==> src/rtl/pbs_pkg.sv <==
package pbs_pkg;
    localparam int FLAGS_W    = 4;
    localparam int FLAG_NEG_B = 3;
    localparam int FLAG_ZER_B = 2;
endpackage

==> src/rtl/pbs_lane_cmp.sv <==
module pbs_lane_cmp #(
    parameter int DATA_W = 64,
    parameter int LANE_W = 8,
    localparam int LANES = DATA_W / LANE_W
) (
    input  logic [DATA_W-1:0] data_i,
    input  logic [LANE_W-1:0] key_i,
    output logic [LANES-1:0]  hit_o
);
    for (genvar g = 0; g < LANES; g++) begin : g_lane
        assign hit_o[g] = (data_i[g*LANE_W +: LANE_W] == key_i);
    end
endmodule

==> src/rtl/pbs_first_sel.sv <==
module pbs_first_sel #(
    parameter int LANES = 8,
    localparam int IDX_W = (LANES > 1) ? $clog2(LANES) : 1
) (
    input  logic             clk_i,
    input  logic             rst_ni,
    input  logic [LANES-1:0] hit_i,
    output logic             any_o,
    output logic [IDX_W-1:0] idx_o
);
    always_comb begin
        any_o = 1'b0;
        idx_o = '0;
        for (int i = LANES - 1; i >= 0; i--) begin
            if (hit_i[i]) begin
                any_o = 1'b1;
                idx_o = IDX_W'(i);
            end
        end
    end

    // the chosen lane really hit, and no lower lane hit
    p_lowest_hit_r3: assert property (@(posedge clk_i) disable iff (!rst_ni)
        any_o |-> (hit_i[idx_o] && ((hit_i & ((LANES'(1) << idx_o) - LANES'(1))) == '0)));
    p_none_r2: assert property (@(posedge clk_i) disable iff (!rst_ni)
        (hit_i == '0) |-> !any_o);
endmodule

==> src/rtl/pbs_flag_gen.sv <==
module pbs_flag_gen
    import pbs_pkg::*;
#(
    parameter int DATA_W = 64
) (
    input  logic [DATA_W-1:0]  value_i,
    output logic [FLAGS_W-1:0] flags_o
);
    always_comb begin
        flags_o             = '0;
        flags_o[FLAG_NEG_B] = value_i[DATA_W-1];
        flags_o[FLAG_ZER_B] = (value_i == '0);
    end
endmodule

==> src/rtl/pbs_unit.sv <==
module pbs_unit
    import pbs_pkg::*;
#(
    parameter int DATA_W = 64,
    parameter int LANE_W = 8
) (
    input  logic                clk_i,
    input  logic                rst_ni,
    input  logic                valid_i,
    input  logic                set_flags_i,
    input  logic [DATA_W-1:0]   data_i,
    input  logic [LANE_W-1:0]   key_i,
    output logic [DATA_W-1:0]   result_o,
    output logic                res_valid_o,
    output logic [FLAGS_W-1:0]  flags_o
);
    localparam int LANES = DATA_W / LANE_W;
    localparam int IDX_W = (LANES > 1) ? $clog2(LANES) : 1;

    typedef struct packed {
        logic [DATA_W-1:0]  result;
        logic               vld;
        logic [FLAGS_W-1:0] flags;
    } state_t;

    state_t st_d, st_q;

    logic [LANES-1:0]   hit;
    logic               any_hit;
    logic [IDX_W-1:0]   first_idx;
    logic [DATA_W-1:0]  search_val;
    logic [FLAGS_W-1:0] new_flags;

    pbs_lane_cmp #(.DATA_W(DATA_W), .LANE_W(LANE_W)) u_cmp (
        .data_i (data_i),
        .key_i  (key_i),
        .hit_o  (hit)
    );

    pbs_first_sel #(.LANES(LANES)) u_sel (
        .clk_i  (clk_i),
        .rst_ni (rst_ni),
        .hit_i  (hit),
        .any_o  (any_hit),
        .idx_o  (first_idx)
    );

    assign search_val = any_hit ? {{(DATA_W-IDX_W){1'b0}}, first_idx} : '1;

    pbs_flag_gen #(.DATA_W(DATA_W)) u_flag (
        .value_i (search_val),
        .flags_o (new_flags)
    );

    always_comb begin
        st_d     = st_q;
        st_d.vld = valid_i;
        if (valid_i) begin
            st_d.result = search_val;
            if (set_flags_i) begin
                st_d.flags = new_flags;
            end
        end
    end

    always_ff @(posedge clk_i or negedge rst_ni) begin
        if (!rst_ni) begin
            st_q <= '0;
        end else begin
            st_q <= st_d;
        end
    end

    assign result_o    = st_q.result;
    assign res_valid_o = st_q.vld;
    assign flags_o     = st_q.flags;

    p_vld_follow_r5: assert property (@(posedge clk_i) disable iff (!rst_ni)
        valid_i |=> res_valid_o);
    p_vld_idle_r5: assert property (@(posedge clk_i) disable iff (!rst_ni)
        !valid_i |=> !res_valid_o);
    p_res_hold_r5: assert property (@(posedge clk_i) disable iff (!rst_ni)
        !valid_i |=> $stable(result_o));
    p_res_range_r1: assert property (@(posedge clk_i) disable iff (!rst_ni)
        res_valid_o |-> ((result_o == '1) || (result_o < DATA_W'(LANES))));
    p_flags_hold_r7: assert property (@(posedge clk_i) disable iff (!rst_ni)
        !(valid_i && set_flags_i) |=> $stable(flags_o));
    p_flags_neg_r6: assert property (@(posedge clk_i) disable iff (!rst_ni)
        (valid_i && set_flags_i) |=> (flags_o[FLAG_NEG_B] == result_o[DATA_W-1]
                                      && flags_o[1:0] == 2'b00));
endmodule

==> config.mk <==
export PLATFORM = sky130hd
export DESIGN_NAME = pbs_unit
export DESIGN_NICKNAME = d
export VERILOG_FILES = /design/src/rtl/pbs_pkg.sv /design/src/rtl/pbs_lane_cmp.sv /design/src/rtl/pbs_first_sel.sv /design/src/rtl/pbs_flag_gen.sv /design/src/rtl/pbs_unit.sv
export SDC_FILE = /design/constraint.sdc
export NUM_CORES = 1
export LEC_CHECK = 0
export BUFFER_PORTS_ARGS = -buffer_cell sky130_fd_sc_hd__buf_2
export CORE_ASPECT_RATIO = 2
export CORE_MARGIN = 10
export CORE_UTILIZATION = 25
export DETAILED_ROUTE_END_ITERATION = 8
export RECOVER_POWER = 25
export SYNTH_ARGS = -nofsm -noshare
export SYNTH_HDL_FRONTEND = slang
export SYNTH_SLANG_ARGS = --single-unit
export TNS_END_PERCENT = 20
==> constraint.sdc <==
create_clock -name clk_i -period 2.8 [get_ports clk_i]
set_input_delay 0.56 -clock clk_i [delete_from_list [all_inputs] [get_ports clk_i]]
set_output_delay 0.56 -clock clk_i [all_outputs]
set_load 0.005 [all_outputs]
==> flow_summary.yaml <==
yosys:
  synth_top_family_by_area: "XOR/XNOR gates"
  ys.flop_type: "dfrtp_1"
  synthesis.instances: 187
  synth_top_area_cell: "buf_4"
  ys_seq_area_share_pct: 10.9
  netlist_area_um2: 1610
  syn_area_per_cell_um2: 8.63
  synth-seq-cells: 7
  synth.distinct_cells: 26
  synth.area.top_cells: "buf_4 30%, xnor2_1 22%, xor2_1 12%"
  yosysWarnings: 0
  netlist.area_leader.share_pct: 30.2
  synthAdderAreaFrac_pct: 0
  synth-compound-area-share_pct: 4.81
  yosysMostFrequentCell: "buf_4"
  synth_edf_count: 0
  synthSimpleGateAreaFrac_pct: 11.6
  synth.area.mux_share_pct: 2.71
  yosys-top-cells-count: "65 x buf_4, 40 x xnor2_1, 23 x xor2_1"
  async_reset_ff_share_pct: 100
  yosys.area_share.xor_xnor_pct: 35.2
route:
  viasPerCell: 4.05
  postRouteAntennaNets: 0
  routed_wl_um: 5420
  route.detailed.drc: 0
  drt_iter0_drc: 13
  via_count: 1418
  drtPass1Iterations: 2
  wl_per_cell_um: 15.5
sta:
  setup_ws_ns: 0.586
  rsz0062_at_grt: "no"
  finalSetupViolCount: 0
  skew_ns: 0
  hold_violations: 0
  holdWs_ns: 0.226
  tightestPinTransition_ns: 0.697
  drv_slew: 0
  fin_crit_sh_pct: 79.1
  period_minus_slack_ns: 2.21
  fmax_mhz: 452
  setup_tns_ns: 0
  slew_headroom_pct: 53.5
power_and_ir_drop:
  max-vdd-ir-drop_mv: 0.159
  powerDensity_nw_per_um2: 316
  leakagePower_uw: 0.000815
critical_path:
  critical-path-top-delay-family: "simple AND/OR/NAND/NOR gates"
  r2r-start: "flags_o[3]$_DFFE_PN0P_"
  path_cells: "clkbuf_1, xor2_1, nor4_1, nand2_1, o21ai_1, nor4b_1, mux2_1"
  crit_path_top_delay_cell: "clkbuf_1"
  critPathKind: "primary input to register"
  required_ns: 2.91
  startpoint: "key_i[3]"
  crit_fanout: 8
  worstPathArrival_ns: 2.33
  crit_path_start_kind: "primary input"
  critPathBufInv: 1
  end_kind: "register"
  max_stage_delay_ns: 0.49
floorplan:
  rows: 41
  die_area_um2: 10300
  die_w_um: 76.8
  start_util_pct: 25.6
  core_um2: 6310
  die_h_um: 134
  ioPinCount: 145
clock_tree:
  numCtsBuffers: 3
  htreeDepth: 1
  post_cts_buffers: 0
  insertion_delay_ns: 0.23
  clock_sinks: 7
  cts_root_buf: "clkbuf_16"
  clk_path_buf_depth: 2
  cts_tree: "yes"
  cts_hold_buf: 0
  path_clk_slew_ns: 0.04
  ctsResizeCount: 0
min_path:
  min_path_type: "primary input to async pin"
layout:
  n_fill_cell: 681
  multi_input_area_um2: 883
  finalNetCount: 341
  drive_gt1_share_pct: 54.5
  area_growth_pct: 20.9
  seq_area_um2: 175
  antenna_cells: 0
grt:
  grt_overflow_total: 0
  antenna_found_initial: 0
  grt_use_total_pct: 10.2
  grt_pass1_wl_um: 8460
  grt_start_max_net_pins: 62
  grt_pass1_vias: 1633
placed_design:
  numPortBuffers: 142
  post-place-ws_ns: 0.597
  gp_congestion: 0.733
  place_hpwl_um: 5030
run_status:
  run_status: "finished, final reports clean"
flow_run:
  cap_violations: 0
==> path summary, 6_finish.rpt <==
path	end	slack, ns	cells after the start
max reg2reg	flags_o[3]$_DFFE_PN0P_	2.01	1
max	flags_o[3]$_DFFE_PN0P_	0.59	7
min in group clk_i	flags_o[2]$_DFFE_PN0P_	0.48	2
min reg2reg	flags_o[2]$_DFFE_PN0P_	0.48	2
max in group asynchronous	result_o[2]$_DFFE_PN0P_	2.29	1
min	flags_o[3]$_DFFE_PN0P_	0.23	1
==> flip-flops by register name, indices dropped and copies added (netlist names) <==
name	cells
res_valid_o	1
flags_o	2
result_o	4
==> stage by stage <==
step                      cells  power, uW  utilization, %  area, um2
after global placement      346        374            29.9       1890
after floorplan             188        327               -       1620
final                       350        617            30.9       1950
after global routing        350        659            30.9       1950
after detailed placement    346        378            29.9       1890
after CTS                   350        631            31.2       1970
==> power breakdown <==
group,leakage [uW],switching (uW),internal [uW]
Clock,0.0000409,60.0,188
Sequential,0.0000701,1.98,106
Combinational,0.000704,129,132
Total,0.000815,191,426
==> final cells by class <==
type                    count  share of cell area (%)
multi-input cells         109                    45.3
repair buffers            143                    36.0
flip-flops and latches      7                    8.97
well taps                  86                    5.51
clock buffers               3                    3.85
clock inverters             1                   0.256
inverters                   1                   0.192
==> cells in the final DEF, fill, tap and decap left out <==
cell type	instances
a211oi_2	1
a21oi_1	1
a221oi_2	1
buf_2	131
clkbuf_1	11
clkbuf_16	3
clkbuf_2	1
clkinv_2	1
conb_1	2
dfrtp_1	7
inv_1	1
mux2_1	1
mux2_2	2
mux2i_1	1
nand2_1	4
nand2_2	1
nand4_1	10
nor2_1	7
nor4_1	4
nor4_4	2
nor4b_1	1
o211a_1	1
o21ai_0	2
o21ai_1	2
o21bai_1	1
o31ai_1	1
xnor2_1	40
xor2_1	23
xor2_2	1
==> logic make-up after synthesis <==
| kind of cell | count (synthesis) |
|---|---|
| buffers and inverters | 72 |
| XOR/XNOR | 64 |
| AND/OR/NAND/NOR | 29 |
| AO/OA/AOI/OAI | 10 |
| flip-flops | 7 |
| multiplexers | 4 |
| other | 1 |
==> per-layer routing <==
layer	part of all wire, %	track usage, %	vias to the layer above
met2	51	18.9	109
met1	29	8.11	607
li1	-	-	694
met4	1.8	3.95	0
met3	18	6.94	8
met5	0	0	-
No activity file was read; power rests on OpenSTA's default activity.
